$ cat src/rtl/clut_palette_loader.sv
module clut_palette_loader #(
  parameter int IDX_W  = 8,
  parameter int COL_W  = 12,
  parameter int WORD_W = 16,
  parameter int CODE_W = 4
) (
  input  logic              clk,
  input  logic              rst_n,
  input  logic [2:0]        cfg_fmt,
  input  logic              pal_valid,
  output logic              pal_ready,
  input  logic [WORD_W-1:0] pal_word,
  input  logic              pix_valid,
  input  logic [IDX_W-1:0]  pix_idx,
  output logic              rgb_valid,
  output logic [COL_W-1:0]  rgb,
  output logic              pal_loaded,
  output logic              hdr_err
);
  localparam int DEPTH = 1 << IDX_W;
  localparam logic [IDX_W-1:0] LAST_FULL   = IDX_W'(DEPTH - 1);
  localparam logic [IDX_W-1:0] LAST_HALF   = IDX_W'(DEPTH / 2 - 1);
  localparam logic [IDX_W-1:0] LAST_DIRECT = IDX_W'(15);

  logic [COL_W-1:0] table_q [DEPTH];
  logic             loading, match_q;
  logic [IDX_W-1:0] wr_idx, last_idx, last_sel;
  logic             accept, hdr_match, we, at_end;
  logic [IDX_W-1:0] waddr;

  always_comb begin
    case (cfg_fmt)
      3'd3:    last_sel = LAST_FULL;
      3'd4:    last_sel = LAST_DIRECT;
      default: last_sel = LAST_HALF;
    endcase
  end

  assign pal_ready = ~pix_valid;
  assign accept    = pal_valid & pal_ready;
  assign hdr_match = pal_word[WORD_W-1 -: CODE_W] == CODE_W'(cfg_fmt);
  assign we        = accept & (loading ? match_q : hdr_match);
  assign waddr     = loading ? wr_idx : '0;
  assign at_end    = loading & (wr_idx == last_idx);

  always_ff @(posedge clk)
    if (we) table_q[waddr] <= pal_word[COL_W-1:0];

  always_ff @(posedge clk) begin
    if (!rst_n) begin
      loading    <= 1'b0;
      match_q    <= 1'b0;
      wr_idx     <= '0;
      last_idx   <= '0;
      pal_loaded <= 1'b0;
      hdr_err    <= 1'b0;
    end else begin
      pal_loaded <= 1'b0;
      if (accept) begin
        if (!loading) begin
          loading  <= 1'b1;
          match_q  <= hdr_match;
          hdr_err  <= ~hdr_match;
          wr_idx   <= IDX_W'(1);
          last_idx <= last_sel;
        end else begin
          wr_idx <= wr_idx + 1'b1;
          if (at_end) begin
            loading    <= 1'b0;
            pal_loaded <= match_q;
          end
        end
      end
    end
  end

  always_ff @(posedge clk) begin
    if (!rst_n) rgb_valid <= 1'b0;
    else        rgb_valid <= pix_valid;
  end

  always_ff @(posedge clk)
    if (pix_valid) rgb <= table_q[pix_idx];

  p_latency_r7: assert property (@(posedge clk) disable iff (!rst_n)
    pix_valid |=> rgb_valid);

  p_no_load_progress_r8: assert property (@(posedge clk) disable iff (!rst_n)
    pix_valid |=> ($stable(wr_idx) && $stable(loading)));

  p_loaded_pulse_r4: assert property (@(posedge clk) disable iff (!rst_n)
    pal_loaded |=> !pal_loaded);

  p_err_excl_r6: assert property (@(posedge clk) disable iff (!rst_n)
    !(pal_loaded && hdr_err));

  p_err_on_hdr_r6: assert property (@(posedge clk) disable iff (!rst_n)
    $rose(hdr_err) |-> $past(accept && !loading));
endmodule

$ cat config.mk
export PLATFORM = sky130hd
export DESIGN_NAME = clut_palette_loader
export DESIGN_NICKNAME = d
export VERILOG_FILES = /design/src/rtl/clut_palette_loader.sv
export SDC_FILE = /design/constraint.sdc
export NUM_CORES = 2
export LEC_CHECK = 0
export ABC_CLOCK_PERIOD_IN_PS = 3050
export CAP_MARGIN = 20
export CORE_MARGIN = 3
export CORE_UTILIZATION = 26
export CTS_CLUSTER_DIAMETER = 50
export CTS_CLUSTER_SIZE = 14
export DETAILED_ROUTE_END_ITERATION = 10
export PLACE_DENSITY_LB_ADDON = 0.15
export SYNTH_ARGS = -nofsm -noshare
export SYNTH_HDL_FRONTEND = slang
export SYNTH_SLANG_ARGS = --single-unit
export TNS_END_PERCENT = 10
$ cat constraint.sdc
create_clock -name clk -period 3.05 [get_ports clk]
set_clock_uncertainty 0.2 [all_clocks]
set_input_delay 0.61 -clock clk [delete_from_list [all_inputs] [get_ports clk]]
set_output_delay 0.61 -clock clk [all_outputs]
set_load 0.02 [all_outputs]
# Word level (Yosys, flattened, before mapping)
# Memories as Yosys holds them, arrays and structs flattened. A register that Yosys moved wholly into a read port is not among the register bits.
# Cells that the tools add are included.
[classes] multipliers=0 n_eq_ne=4 n_reduce_logical=2 n_div=0 bitwise=6 addsub=1 muxes=8 n_lt_le_gt_ge=0 shift=0
[op_table] cell="$mux 8" count=2
[op_table] cell="$pmux 8 s2" count=1
[op_table] cell="$add 8x1->8 const B" count=1
[op_table] cell="$eq 8x8->1" count=1
[op_table] cell="$mux 1" count=5
[op_table] cell="$eq 4x3->1" count=1
[op_table] cell="$reduce_and 4->1" count=1
[op_table] cell="$and 1x1->1" count=3
[op_table] cell="$eq 3x2->1 const B" count=1
[op_table] cell="$eq 3x3->1 const B" count=1
[op_table] cell="$not 1->1" count=3
[op_table] cell="$reduce_and 2->1" count=1
[totals] latchBits=0 mem_bits_ro=0 out_inout_bits=16 mem_bits_rw=3072 in_bits=31 n_memories=1 elab_cells=29 reg_bits=21
[memory_table] name="table_q" words=256 width=12 rd=1 rd_ports_with_merged_regs=1 wr=1 line="25" text="logic [COL_W-1:0] table_q [DEPTH];"

# Depth between registers and ports, before layout
[logic_depth] ltp_word=5 depth_mapped=12 depth_no_buf=6

# Worst setup path after synthesis
# OpenSTA, ideal clock, no wires.
[synth_timing] path_type="in2reg" start="in pal_valid" end="mem table_q[114][0], enable pin" slack_ns=0.021 t_arrival_ns=2.449 path_stages=7 t_required_ns=2.470 n_path_buf=2 setup_time_ns=0.380 cell_sequence="nor2b_1 -> clkbuf_1 -> nand3_1 -> nor3b_1 -> nand2_1 -> clkbuf_1 -> nor2_1"
[synth_between] elab_chain_len=4
[synth_rtl] element="start, declared" line="10" text="input logic pal_valid,"
[synth_rtl] element="$and 1x1->1" line="40" text="assign accept = pal_valid & pal_ready;"
[synth_rtl] element="$and 1x1->1" line="42" text="assign we = accept & (loading ? match_q : hdr_match);"
[synth_rtl] element="$mux 1" line="47" text="if (we) table_q[waddr] <= pal_word[COL_W-1:0];"
[synth_rtl] element="$mux 1 (not written as such)" line="47"
[synth_rtl] element="end, declared" line="25"
# No other way between the ends.

==> flow_summary.yaml <==
synthesis:
  ys_ff_latch: 3100
  yosys.area.top_type: "edfxtp_1"
  synth_top_family_by_area: "multiplexers"
  ys_async_sr_fraction_pct: 0
  synth_compound_area_share_pct: 3.863
  synth_top_area_share_pct: 77.80
  synth_xor_area_share_pct: 0.06622
  synthMuxAreaShare_pct: 14.20
  synthCells: 5525
  synth-edff-count: 3084
  synth.distinct_cells: 62
  synthFlopType: "edfxtp_1"
  synthTopCellsByArea: "edfxtp_1 78%, mux4_2 12%, a22oi_1 1.7%"
  synthesis.area_mm2: 0.1190
  syn-num-nets: 5557
  ys_seq_area_share_pct: 78.06
  synth-simple-area-share_pct: 2.091
  postSynthAreaPerCell_um2: 21.55
  ys_warn_count: 0
  synthAdderAreaFrac_pct: 0.01051
worst_hold_path:
  hp-start: "pix_valid"
  worst_hold_path_type: "in2reg"
placed_design:
  place.gp.congestion: 0.8016
  portBuffers: 46
  dp_hpwl_um: 247500
  pre_cts_slack_ps: -1512
detailed_routing:
  drt-pass1-iter-count: 5
  drtIter0Drc: 5547
  drt.antenna.violating_nets: 0
  vias: 61251
  totalWireLength_um: 377100
  routed_via_density: 4.690
  drc: 0
  wl_per_cell_um: 28.87
cells_and_area:
  area_growth_pct: 27.18
  regArea_mm2: 0.09293
  multi_input_area_mm2: 0.02437
  final_cell_mix: "3084 x edfxtp_1, 794 x buf_4, 657 x mux4_2, 391 x clkbuf_16, 328 x buf_12"
  finish.utilization_pct: 33.33
  final.fill_count: 43024
  final_common_cell: "edfxtp_1"
  layout-drive-gt1-share_pct: 35.81
  final_nets: 6782
critical_path:
  startpoint: "pix_idx[0]"
  critPathMaxFanout: 18
  critPathKind: "in2reg"
  setup.worst_path.end_class: "flop"
  cp.arrival_ps: 3570
  regToRegStartpoint: "table_q[187][3]"
  start_kind: "input port"
  crit_required_ps: 3560
timing:
  slew_headroom_pct: 37.00
  setup_violations: 1
  slew_violations: 0
  worst_pin_slew_ps: 945.0
  fin_crit_sh_pct: 100.2
  layout_min_cycle_time_ps: 3056
  fmax_mhz: 327.2
  rsz0062_at_grt: "true"
  hold_viol: 0
  setup_ws_ps: -6.086
global_route:
  grt_antenna_before_repair: 26
  grt_pass1_vias: 64098
  grtUsageTotal_pct: 15.98
  grt_overflow: 0
  grt_pass1_wl_um: 525600
  grt_max_degree: 88
power:
  peakVddDrop_mv: 0.4456
  cellPowerDensity_mw_per_mm2: 659.8
  leakagePower_nw: 48.66
die:
  ios: 47
  die_y_um: 682.7
  initial_core_util_pct: 26.20
  core_mm2: 0.4543
  dieArea_mm2: 0.4660
  die_x_um: 682.7
  row_count: 247
clock_tree:
  htreeDepth: 5
  cts_setup_buffers: 0
  clockBufferDepth: 4
  clockRootBuffer: "clkbuf_16"
  clk_pin_slew_ps: 70
  numCtsBuffers: 382
  clk_latency_ps: 940
  cts_tree: "built"
  cts_sinks: 3100
flow_run:
  maxCapViolations: 0
status:
  violations: "setup timing"
  outcome: "complete, but fails checks"
==> state kept, by name, summed over array words and instances (netlist names) <==
signal	count
last_idx	3
pal_loaded	1
wr_idx	8
rgb_valid	1
match_q	1
table_q	3072
rgb	12
loading	1
hdr_err	1
==> cells in the mapped netlist, drive strengths merged, types with 6 or more instances <==
| cell | count |
|---|---|
| nor3 | 17 |
| nand2 | 107 |
| nor4 | 44 |
| o21ai | 9 |
| a21oi | 168 |
| a221oi | 8 |
| mux2i | 194 |
| a22oi | 271 |
| dfxtp | 16 |
| or2 | 18 |
| and2 | 6 |
| a31oi | 16 |
| a211oi | 48 |
| mux4 | 663 |
| nor2 | 285 |
| nand2b | 12 |
| o22ai | 48 |
| clkbuf | 144 |
| buf | 195 |
| or3 | 7 |
| edfxtp | 3084 |
| nor2b | 11 |
| a22o | 22 |
| nand3 | 16 |
| o221ai | 49 |
==> final timing paths <==
check                            endpoint  slack, ps  cells after the start
worst max-delay path               rgb[3]         -6                     10
worst min-delay path            wr_idx[1]        100                      5
worst max register to register     rgb[3]         60                      6
worst min register to register    match_q        290                      2
==> where the power goes <==
| part | total, mW | switching (mW) | internal, mW |
|---|---|---|---|
| clock | 47.7 | 19.5 | 28.1 |
| combinational | 5.29 | 3.17 | 2.12 |
| sequential | 46.9 | 0.0794 | 46.9 |
| total | 99.9 | 22.8 | 77.1 |
==> kinds of logic (layout without fill, tap and decap cells) <==
kind of cell    after synthesis  in the layout
flops                      3100           3100
mux                         858            858
compound gates              662            662
simple gates                553            553
buf+inv                     342           1887
xor+xnor                      9              9
fa+ha+maj                     1              1
other cells                   0             13
==> repair_timing <==
item | in CTS | in global routing
endpoints found under the hold margin | 466 | 0
setup endpoints to repair | 18 | 5
hold buffers | 13 | 0
resized for setup | 32 | 5
==> layer usage <==
metal / up-vias / global-route usage, % / wire, um
li1: 25984 / - / -
met1: 33409 / 22.33 / 169400
met2: 1434 / 26.72 / 184700
met3: 422 / 2.005 / 15340
met4: 2 / 3.374 / 7631
met5: - / 0 / 13
==> critical path: stages <==
cell and delay (ps):
buf_16 170, buf_12 270, buf_4 340, mux2i_1 260
o22ai_1 140, a211oi_1 430, a21oi_1 240, nor4_2 660
buf_4 290, nor4_1 70
==> metrics by stage <==
step	hold WS, ps	cell area, um2	total power [mW]	cells	TNS [ps]
CTS	12.11	151300	101.3	13046	0
finish	96.91	151400	99.89	13059	-6.086
floorplan	252.7	119000	49.91	5525	0
detailed placement	282.9	137700	53.25	12329	-932340
global placement	268.9	137700	53.21	12323	-960990
global route	91.26	151400	103.3	13048	-23.38
==> area by class of cell <==
class | instances | area share, %
antenna | 13 | 0.02149
clock buffer | 416 | 6.525
clock inverter | 288 | 2.339
inverter | 3 | 0.007438
multi-input combinational | 2083 | 16.10
sequential | 3100 | 61.38
tap | 5976 | 4.939
timing repair buffer | 1180 | 8.694
(Power assumes the default switching activity.)
